**config.mk**
```make
export PLATFORM = sky130hd
export DESIGN_NAME = irq_status_agg
export DESIGN_NICKNAME = d
export VERILOG_FILES = /design/src/rtl/irqagg_pkg.sv /design/src/rtl/irq_src_gather.sv /design/src/rtl/irq_status_reg.sv /design/src/rtl/irq_out_stage.sv /design/src/rtl/irq_status_agg.sv
export SDC_FILE = /design/constraint.sdc
export NUM_CORES = 1
export LEC_CHECK = 0
export BUFFER_PORTS_ARGS = -buffer_cell sky130_fd_sc_hd__buf_2
export CAP_MARGIN = 30
export CORE_UTILIZATION = 47
export DETAILED_ROUTE_END_ITERATION = 6
export PLACE_DENSITY_LB_ADDON = 0.15
export SYNTH_ARGS = -nofsm -noshare
export SYNTH_HDL_FRONTEND = slang
export SYNTH_HIERARCHICAL = 1
export SYNTH_SLANG_ARGS = --single-unit
```
**constraint.sdc**
```tcl
create_clock -name clk -period 1.3 [get_ports clk]
set_input_delay 0.13 -clock clk [delete_from_list [all_inputs] [get_ports clk]]
set_output_delay 0.13 -clock clk [all_outputs]
set_load 0.005 [all_outputs]
```
**src/rtl/irqagg_pkg.sv**
```systemverilog
package irqagg_pkg;
  localparam int REG_W   = 32;
  localparam int GLB_BIT = 31;
  localparam int SUM_BIT = 30;

  // Bits of the control and status words that exist for a given stream count.
  function automatic logic [REG_W-1:0] live_bits(input int nstream);
    logic [REG_W-1:0] m;
    m = '0;
    m[GLB_BIT] = 1'b1;
    m[SUM_BIT] = 1'b1;
    for (int k = 0; k < SUM_BIT; k++) begin
      if (k < nstream) m[k] = 1'b1;
    end
    return m;
  endfunction
endpackage

```
**src/rtl/irq_src_gather.sv**
```systemverilog
module irq_src_gather #(
  parameter int NSTREAM = 8,
  parameter int NCODEC  = 15
) (
  input  logic               resp_irq,
  input  logic               resp_ovf,
  input  logic [NCODEC-1:0]  chg_sts,
  input  logic [NCODEC-1:0]  wake_en,
  input  logic [NSTREAM-1:0] stream_done,
  output logic [irqagg_pkg::SUM_BIT:0] src_vec
);
  import irqagg_pkg::*;

  logic wake_hit;
  assign wake_hit = |(chg_sts & wake_en);

  assign src_vec[SUM_BIT] = resp_irq | resp_ovf | wake_hit;

  for (genvar g = 0; g < SUM_BIT; g++) begin : g_bit
    if (g < NSTREAM) begin : g_strm
      assign src_vec[g] = stream_done[g];
    end else begin : g_none
      assign src_vec[g] = 1'b0;
    end
  end
endmodule

```
**src/rtl/irq_status_reg.sv**
```systemverilog
module irq_status_reg #(
  parameter int NSTREAM = 8
) (
  input  logic                          clk,
  input  logic                          rst_n,
  input  logic                          ctrl_we,
  input  logic                          sts_we,
  input  logic                          eval,
  input  logic [irqagg_pkg::REG_W-1:0]  wdata,
  input  logic [irqagg_pkg::SUM_BIT:0]  src_vec,
  output logic [irqagg_pkg::REG_W-1:0]  ctrl_q,
  output logic [irqagg_pkg::REG_W-1:0]  sts_q
);
  import irqagg_pkg::*;

  localparam logic [REG_W-1:0] LIVE = live_bits(NSTREAM);

  logic [REG_W-1:0] ctrl_d, sts_d, fresh;
  logic             ctrl_en, sts_en, do_eval;

  assign do_eval = eval | ctrl_we;
  assign ctrl_en = ctrl_we;
  assign sts_en  = do_eval | sts_we;

  always_comb begin
    ctrl_d = ctrl_we ? (wdata & LIVE) : ctrl_q;
    fresh  = '0;
    fresh[SUM_BIT:0] = src_vec;
    fresh[GLB_BIT]   = |(src_vec & ctrl_d[SUM_BIT:0]);
    if (do_eval)      sts_d = fresh;
    else if (sts_we)  sts_d = sts_q & ~(wdata & LIVE);
    else              sts_d = sts_q;
  end

  always_ff @(posedge clk or negedge rst_n) begin
    if (!rst_n) begin
      ctrl_q <= '0;
      sts_q  <= '0;
    end else begin
      if (ctrl_en) ctrl_q <= ctrl_d;
      if (sts_en)  sts_q  <= sts_d;
    end
  end
endmodule

```
**src/rtl/irq_out_stage.sv**
```systemverilog
module irq_out_stage (
  input  logic clk,
  input  logic rst_n,
  input  logic msi_en,
  input  logic sts_glb,
  input  logic ctrl_glb,
  output logic irq,
  output logic msi
);
  logic active, active_prev_q, active_prev_d;

  assign active        = sts_glb & ctrl_glb;
  assign active_prev_d = active;

  always_ff @(posedge clk or negedge rst_n) begin
    if (!rst_n) active_prev_q <= 1'b0;
    else        active_prev_q <= active_prev_d;
  end

  assign irq = active & ~msi_en;
  assign msi = active & ~active_prev_q & msi_en;
endmodule

```
**src/rtl/irq_status_agg.sv**
```systemverilog
module irq_status_agg #(
  parameter int NSTREAM = 8,
  parameter int NCODEC  = 15
) (
  input  logic               clk,
  input  logic               rst_n,
  input  logic               resp_irq_i,
  input  logic               resp_ovf_i,
  input  logic [NCODEC-1:0]  chg_sts_i,
  input  logic [NCODEC-1:0]  wake_en_i,
  input  logic [NSTREAM-1:0] stream_done_i,
  input  logic               msi_en_i,
  input  logic               eval_i,
  input  logic               ctrl_we_i,
  input  logic               sts_we_i,
  input  logic [31:0]        wdata_i,
  output logic [31:0]        ctrl_o,
  output logic [31:0]        sts_o,
  output logic               irq_o,
  output logic               msi_o
);
  import irqagg_pkg::*;

  logic [SUM_BIT:0] src_vec;

  irq_src_gather #(.NSTREAM(NSTREAM), .NCODEC(NCODEC)) u_gather (
    .resp_irq    (resp_irq_i),
    .resp_ovf    (resp_ovf_i),
    .chg_sts     (chg_sts_i),
    .wake_en     (wake_en_i),
    .stream_done (stream_done_i),
    .src_vec     (src_vec)
  );

  irq_status_reg #(.NSTREAM(NSTREAM)) u_regs (
    .clk     (clk),
    .rst_n   (rst_n),
    .ctrl_we (ctrl_we_i),
    .sts_we  (sts_we_i),
    .eval    (eval_i),
    .wdata   (wdata_i),
    .src_vec (src_vec),
    .ctrl_q  (ctrl_o),
    .sts_q   (sts_o)
  );

  irq_out_stage u_out (
    .clk      (clk),
    .rst_n    (rst_n),
    .msi_en   (msi_en_i),
    .sts_glb  (sts_o[GLB_BIT]),
    .ctrl_glb (ctrl_o[GLB_BIT]),
    .irq      (irq_o),
    .msi      (msi_o)
  );
endmodule

```
# Yosys cells after proc, flatten, opt, wreduce, memory -nomap -nowiden
# Index checks and enable logic that the tools add are counted.
# W data, S select, Z words.
dict set report totals {
  ff_bits 65
  inputBits 78
  out_inout_bits 66
  wordCells 24
}
dict set report classes {
  n_mux 3
  bitwise_logic 14
  n_reduce_logical 4
}
# operator count
set ops {}
lappend ops {{$mux W32} 2}
lappend ops {{$and A32 B32 Y32} 1}
lappend ops {{$not A32 Y32} 1}
lappend ops {{$and A31 B31 Y31} 1}
lappend ops {{$mux W31} 1}
lappend ops {{$reduce_or A31 Y1} 1}
lappend ops {{$and A15 B15 Y15} 1}
lappend ops {{$reduce_or A15 Y1} 1}
lappend ops {{$and A1 B1 Y1} 4}
lappend ops {{$or A1 B1 Y1} 4}
lappend ops {{$not A1 Y1} 2}
lappend ops {{$reduce_and A2 Y1} 1}
lappend ops {{$reduce_bool A2 Y1} 1}

# Logic depth before layout (Yosys ltp)
# Gate-level depths: netlist (run 1).
dict set report depth {
  ltp_word 6
  ltp_mapped 7
  depth_no_buf 7
}

# Hierarchy
# Netlist (run 1), hierarchy kept.
# mod instances cells_each area_per_inst_um2 seq_area_each_um2
set modules_own_cells {}
lappend modules_own_cells {irq_status_reg 1 238 2526.2 1601.5}
lappend modules_own_cells {irq_src_gather 1 40 311.5 0.0}
lappend modules_own_cells {irq_out_stage 1 4 52.6 25.0}

# Worst setup path after synthesis (run 1)
# Ideal clock, no wire load.
dict set report synth_timing {
  path_type {input -> register}
  from {in chg_sts_i[13]}
  to {reg u_regs/sts_q[31] in the netlist's numbering}
  setup_time_ns 0.133
  arrival_ns 1.308
  required_time_ns 1.167
  path_slack_ns -0.141
  path_stages 7
  n_path_buf 0
  cell_sequence {a22o_1 > a2111oi_2 > nand4_1 > a22oi_2 > o21ai_1 > a221oi_2 > a31oi_1}
}
dict set report synth_between {
  elab_chain_cells 6
}
# item line
set synth_rtl {}
lappend synth_rtl {{start: declaration} irq_status_agg.sv:9} ;# input logic [NCODEC-1:0] chg_sts_i,
lappend synth_rtl {{$and A15 B15 Y15} irq_src_gather.sv:15} ;# assign wake_hit = |(chg_sts & wake_en);
lappend synth_rtl {{$reduce_or A15 Y1} irq_src_gather.sv:15}
lappend synth_rtl {{$or A1 B1 Y1} irq_src_gather.sv:17} ;# assign src_vec[SUM_BIT] = resp_irq | resp_ovf | wake_hit;
lappend synth_rtl {{net src_vec[30]} irq_status_agg.sv:24} ;# logic [SUM_BIT:0] src_vec;
lappend synth_rtl {{$and A31 B31 Y31} irq_status_reg.sv:29} ;# fresh[GLB_BIT] = |(src_vec & ctrl_d[SUM_BIT:0]);
lappend synth_rtl {{$reduce_or A31 Y1} irq_status_reg.sv:29}
lappend synth_rtl {{$mux W32} irq_status_reg.sv:30} ;# if (do_eval) sts_d = fresh;
lappend synth_rtl {{end signal: assignment} irq_status_reg.sv:41} ;# if (sts_en) sts_q <= sts_d;
lappend synth_rtl {{end: declaration} irq_status_reg.sv:12} ;# output logic [irqagg_pkg::REG_W-1:0] sts_q
# The timed path passes the listed nets, and every way through them passes these cells.
# A chain may end at the register's enable or synchronous reset.

# Worst setup path after layout (run 1)
dict set report layout_timing {
  from {reg u_regs/ctrl_q[6] in the netlist's numbering}
  to {reg u_regs/sts_q[31] in the netlist's numbering}
}
dict set report layout_between {
  elab_chain_cells 4
}
# item line
set layout_rtl {}
lappend layout_rtl {{start: declaration} irq_status_reg.sv:11} ;# output logic [irqagg_pkg::REG_W-1:0] ctrl_q,
lappend layout_rtl {{start signal: assignment} irq_status_reg.sv:40} ;# if (ctrl_en) ctrl_q <= ctrl_d;
lappend layout_rtl {{$mux W31} irq_status_reg.sv:26} ;# ctrl_d = ctrl_we ? (wdata & LIVE) : ctrl_q;
lappend layout_rtl {{$and A31 B31 Y31} irq_status_reg.sv:29}
lappend layout_rtl {{$reduce_or A31 Y1} irq_status_reg.sv:29}
lappend layout_rtl {{$mux W32} irq_status_reg.sv:30}
# No other way between the ends.

==> reports/results.ini, run 1 <==
[detailed_routing]
drtPass1Iterations = 4
ant_nets = 0
wl_mm = 6.48
initialDrtViolationCount = 111
vias = 2355
drc_errors = 0
wl_per_cell_um = 13.3
viasPerCell = 4.83

[cells_and_area]
area_growth_pct = 29.0
final_util = 0.630
layout.nets = 486
final_layout_size_suffix_gt1_frac = 0.400
n_antenna_cell = 0

[synthesis]
async_flop_share = 1.00
synthTopCellsByCount = nand2_1, dfrtp_1, buf_4, nor2b_1, nand3_1
ys_seq_area_frac = 0.563
synth_area_leader_cell = dfrtp_1
yosys.cell_types.count = 29
ys.flop_type = dfrtp_1
syn_inst = 282
synth_area_leaders = dfrtp_1, nand2_1, buf_4
synth-edff-count = 0
synth_top_area_share = 0.563
synth_most_common_cell = nand2_1
synth-seq-cells = 65
netlist_area_um2 = 2890
synth_warnings = 6
synth_area_per_cell_um2 = 10.2

[die]
core_um2 = 5920
die_x_um = 80.4
die_y_um = 80.4
io_pins = 144
start_util = 0.488
row_count = 28
die_area_um2 = 6470

[setup_path]
rrSetupSlack_ns = -0.04
worstSetupEndpointType = flip-flop
crit_type = flip-flop to flip-flop
arrival_ns = 1.54
crit_path_max_fanout = 2
required_ns = 1.50
critPathLaunchType = flip-flop

[sta]
min_period_ns = 1.34
setup_viol = 1
period_share = 1.03
max_clock_freq_ghz = 0.747
rsz0062_at_grt = true
maxSlewViolCount = 0
hold_viol = 0
worst_slack_ns = -0.0390
fin_skew_ns = 0.00364

[placed_design]
place.gp.congestion = 0.763
dp_slack_ns = -0.307
dp_hpwl_mm = 4.71
port_buffers = 121

[hold_path]
hold_class = input port to flip-flop

[pwr]
p_clk_frac = 0.369
power.switching_mw = 1.11
power-per-cell-area_nw_per_um2 = 1190
p_comb_frac = 0.134
p_leak_nw = 2.07
power_frac_seq = 0.497
swShare = 0.250
power.total_mw = 4.42
power.internal_mw = 3.31
peakVddDrop_mv = 0.688

[run_status]
violations = negative setup slack
status = complete, but fails checks

[clock_network]
htree_levels = 3
cts_buffers = 9
cts_tree = done
clk_path_buf_depth = 2
clk_latency_ns = 0.33
numClockSinks = 65
cts-root-buf = clkbuf_8
clk_pin_slew_ns = 0.07

[grt]
grt_max_degree = 27
grt_pass1_vias = 2240
antenna_found_initial = 0
grtUsageTotal = 0.215
grt_pass1_wl_mm = 10.3
grt-ovfl-total = 0

[job]
maxCapViolCount = 0

-- what timing repair did --
item	CTS	global route
hold endpoints to repair	17	0
pin swaps	2	0
gates resized for setup	0	0
endpoints found under the setup margin	1	1
setup buffers	1	0
hold buffers	3	0
-- cell type report --
type	count	area [um^2]
fillers	512	2190
flip-flops and latches	65	1630
multi-input cells	196	1060
repair buffers	136	763
clock buffers	11	131
well taps	75	93.8
clock inverters	5	56.3
-- worst max-delay path: stages (launching register included) --
cell      delay, ns
dfrtp_1        0.37
mux2_4         0.28
a22o_1         0.21
a221oi_2       0.22
a31oi_1        0.12
-- cells in the final DEF, fill, tap and decap left out, drive strengths merged, types with 8 or more instances in the layout --
cell    Yosys  final
a22o        8      8
nand2      96     96
mux2       10     10
buf        37    133
dfrtp      65     65
conb        1     22
clkbuf      5     11
nor2b      22     22
a221oi      8      8
nand3       9      9
-- power by group through the flow --
stage,combinational (mW),sequential [mW],clock [mW]
finish,0.591,2.20,1.63
global route,0.664,2.21,1.77
CTS,0.596,2.20,1.67
detailed placement,0.581,2.24,0
global placement,0.574,2.23,0
floorplan,0.309,2.25,0
-- stage by stage --
stage / hold WS [ns] / area (um^2) / cells / setup TNS [ns]
floorplan: -0.166 / 2970 / 303 / -0.0529
global placement: 0.104 / 3500 / 468 / -0.272
detailed placement: 0.100 / 3500 / 468 / -0.307
CTS: 0.00216 / 3730 / 488 / -0.0329
global route: 0.00404 / 3730 / 488 / -0.115
finish: 0.0168 / 3730 / 488 / -0.0390
-- sequential cells by signal, summed over array words and instances (netlist names) --
signal               cells
u_regs/ctrl_q           32
u_regs/sts_q            32
u_out/active_prev_q      1
-- metal layers --
metal / share of wire / track usage
met4: 0.015 / 0.0893
met5: 0 / 0
met3: 0.077 / 0.0602
met2: 0.48 / 0.356
met1: 0.43 / 0.262
-- kinds of logic (layout without fill, tap and decap cells) --
group | after synthesis | count (layout) | synth area share
AND/OR/NAND/NOR | 136 | 136 | 0.210
flip-flops | 65 | 65 | 0.563
buffers and inverters | 42 | 152 | 0.0991
AO/OA/AOI/OAI | 28 | 28 | 0.0844
multiplexers | 10 | 10 | 0.0429
other | 1 | 22 | 0.00130
-- path summary, 6_finish.rpt --
path                                          end        startpoint  cells past startpoint
worst max-delay path             u_regs/sts_q[31]  u_regs/ctrl_q[6]                      4
worst min-delay path              u_regs/sts_q[4]  stream_done_i[4]                      3
worst max register to register   u_regs/sts_q[31]  u_regs/ctrl_q[6]                      4
worst min register to register   u_regs/sts_q[19]  u_regs/sts_q[19]                      2
max in group asynchronous       u_regs/ctrl_q[10]             rst_n                      3
min in group asynchronous        u_regs/sts_q[25]             rst_n                      2
(Power assumes the default switching activity.)
==> run 2: changes to the inputs <==
Settings changed: BUFFER_PORTS_ARGS -buffer_cell sky130_fd_sc_hd__buf_2 to default, CORE_UTILIZATION 47 to 55, DONT_BUFFER_PORTS from default to 1, GPL_TIMING_DRIVEN from default to 0.
==> reports/results.ini, run 2 (synthesized netlist as in run 1, its figures left out) <==
[run_status]
status = complete, but fails checks
violations = negative hold slack, negative setup slack

[sta]
fin_skew_ns = 0.00434
min_period_ns = 1.36
period_share = 1.04
worst_slack_ns = -0.0558
fin_hold_ws_ns = -0.508
hold_viol = 65
rsz0062_at_grt = true
tns_ns = -0.0558
slew_headroom = 0.643
tightest_slew_ns = 0.535
setup_viol = 1
maxSlewViolCount = 0
max_clock_freq_ghz = 0.738

[grt]
grt_pass1_wl_mm = 9.81
busiest_layer = met2
grt_max_degree = 66
grt-ovfl-total = 0
met2_usage = 0.407
grtUsageTotal = 0.245
grt.met1_usage = 0.284
grt_use_met3 = 0.0799
grt_pass1_vias = 2125
antenna_found_initial = 0

[placed_design]
place_area_um2 = 3060
port_buffers = 0
place.gp.congestion = 0.752
dp_hpwl_mm = 4.46
dp_slack_ns = -0.242

[pwr]
p_leak_nw = 1.74
peakVddDrop_mv = 0.720
power-per-cell-area_nw_per_um2 = 1290

[die]
io_pins = 144
core_um2 = 5070
die_y_um = 74.5
die_x_um = 74.5
row_count = 26
die_area_um2 = 5550
start_util = 0.570

[clock_network]
clk_pin_slew_ns = 0.07
cts_tree = done
htree_levels = 3
clk_path_buf_depth = 2
numClockSinks = 65
ctsResizeCount = 0
cts-root-buf = clkbuf_8
cts_buffers = 9
clk_latency_ns = 0.33

[cells_and_area]
reg_top3 = u_regs/ctrl_q: 32 flops, u_regs/sts_q: 32 flops, u_out/active_prev_q: 1 flops
finalInstanceArea_um2 = 3430
final_cell_mix = nand2_1, dfrtp_1, buf_4
layout.nets = 410
n_antenna_cell = 0
fillCellCount = 439
final_util = 0.677
final_layout_size_suffix_gt1_frac = 0.197
final_common_cell = nand2_1
area_growth_pct = 18.8

[setup_path]
worstPathCellList = mux2_4 > a22oi_2 > o21ai_1 > a221oi_2 > a31oi_1
crit_path_max_fanout = 2
worstSetupEndpointType = flip-flop
crit_type = flip-flop to flip-flop
slowest_stage = dfrtp_1
arrival_ns = 1.56
critPathLaunchType = flip-flop
required_ns = 1.50
slowest_delay_ns = 0.40

[detailed_routing]
vias = 2085
wl_per_cell_um = 15.9
drc_errors = 0
wl_mm = 6.43
viasPerCell = 5.15
initialDrtViolationCount = 119
drtPass1Iterations = 4
ant_nets = 0

[hold_path]
hold_class = input port to async pin

[job]
maxCapViolCount = 0

## run 2: cell types whose count changed in the layout (fill, tap and decap cells not counted)
cell           change
nor2_1             +1
buf_1              +1
buf_12             -3
bufinv_16          +1
buf_2            -117
nor2_2             -1
clkbuf_1           +4
buf_6              +1
clkinvlp_4         -1
clkinv_4           -1
buf_4             +22
dlygate4sd3_1     +15
## run 2: worst max-delay path: cells and delay by family (launching register included)
| kind | cells | cell delay (ns) |
|---|---|---|
| DFF | 1 | 0.40 |
| AOI/OAI and AO/OA | 4 | 0.55 |
| muxes | 1 | 0.28 |
## run 2: per-layer routing
| layer | vias to the layer above | wire length (um) | part of all wire |
|---|---|---|---|
| met1 | 1013 | 2670 | 0.42 |
| met2 | 74 | 3170 | 0.49 |
| met3 | 14 | 439 | 0.068 |
| met4 | 0 | 149 | 0.023 |
| li1 | 984 | - | - |
| met5 | - | 0 | 0 |
## run 2: final timing paths
path / from / to / slack [ns] / cells past startpoint
setup / recovery: u_regs/ctrl_q[30] / u_regs/sts_q[31] / -0.06 / 5
hold / removal: rst_n / u_regs/ctrl_q[8] / -0.51 / 0
setup reg to reg: u_regs/ctrl_q[30] / u_regs/sts_q[31] / -0.06 / 5
hold reg to reg: u_regs/sts_q[20] / u_regs/sts_q[20] / 0.49 / 2
max in group asynchronous: rst_n / u_regs/ctrl_q[13] / 1.71 / 0
min in group clk: wdata_i[4] / u_regs/sts_q[4] / 0.01 / 3
## run 2: area by class of cell
type,count,area [um^2],area share
clock inverters,4,70.1,0.0204
clock buffers,10,128,0.0372
multi-input cells,196,1060,0.307
repair buffers,18,180,0.0525
plain buffers,42,287,0.0834
well taps,70,87.6,0.0255
flip-flops and latches,65,1630,0.474
## run 2: power by group
group / leakage, nW / internal (mW) / switching [mW]
registers: 0.815 / 2.14 / 0.0973
logic: 0.823 / 0.219 / 0.198
clock network: 0.102 / 1.05 / 0.713
## run 2: per-stage QoR
stage | hold slack [ns] | power [mW] | instances
CTS | -0.526 | 4.46 | 404
floorplan | -0.166 | 2.56 | 303
global placement | -0.164 | 2.63 | 373
finish | -0.508 | 4.42 | 405
detailed placement | -0.164 | 2.64 | 373
global route | -0.530 | 4.61 | 405
## run 2: what timing repair did
| item | 4_1_cts | 5_1_grt |
|---|---|---|
| cloned | 0 | 0 |
| hold buffers | 17 | 1 |
| pin swaps | 2 | 1 |
| buffers inserted | 0 | 0 |
| setup endpoints to repair | 1 | 1 |
| hold endpoints to repair | 84 | 66 |
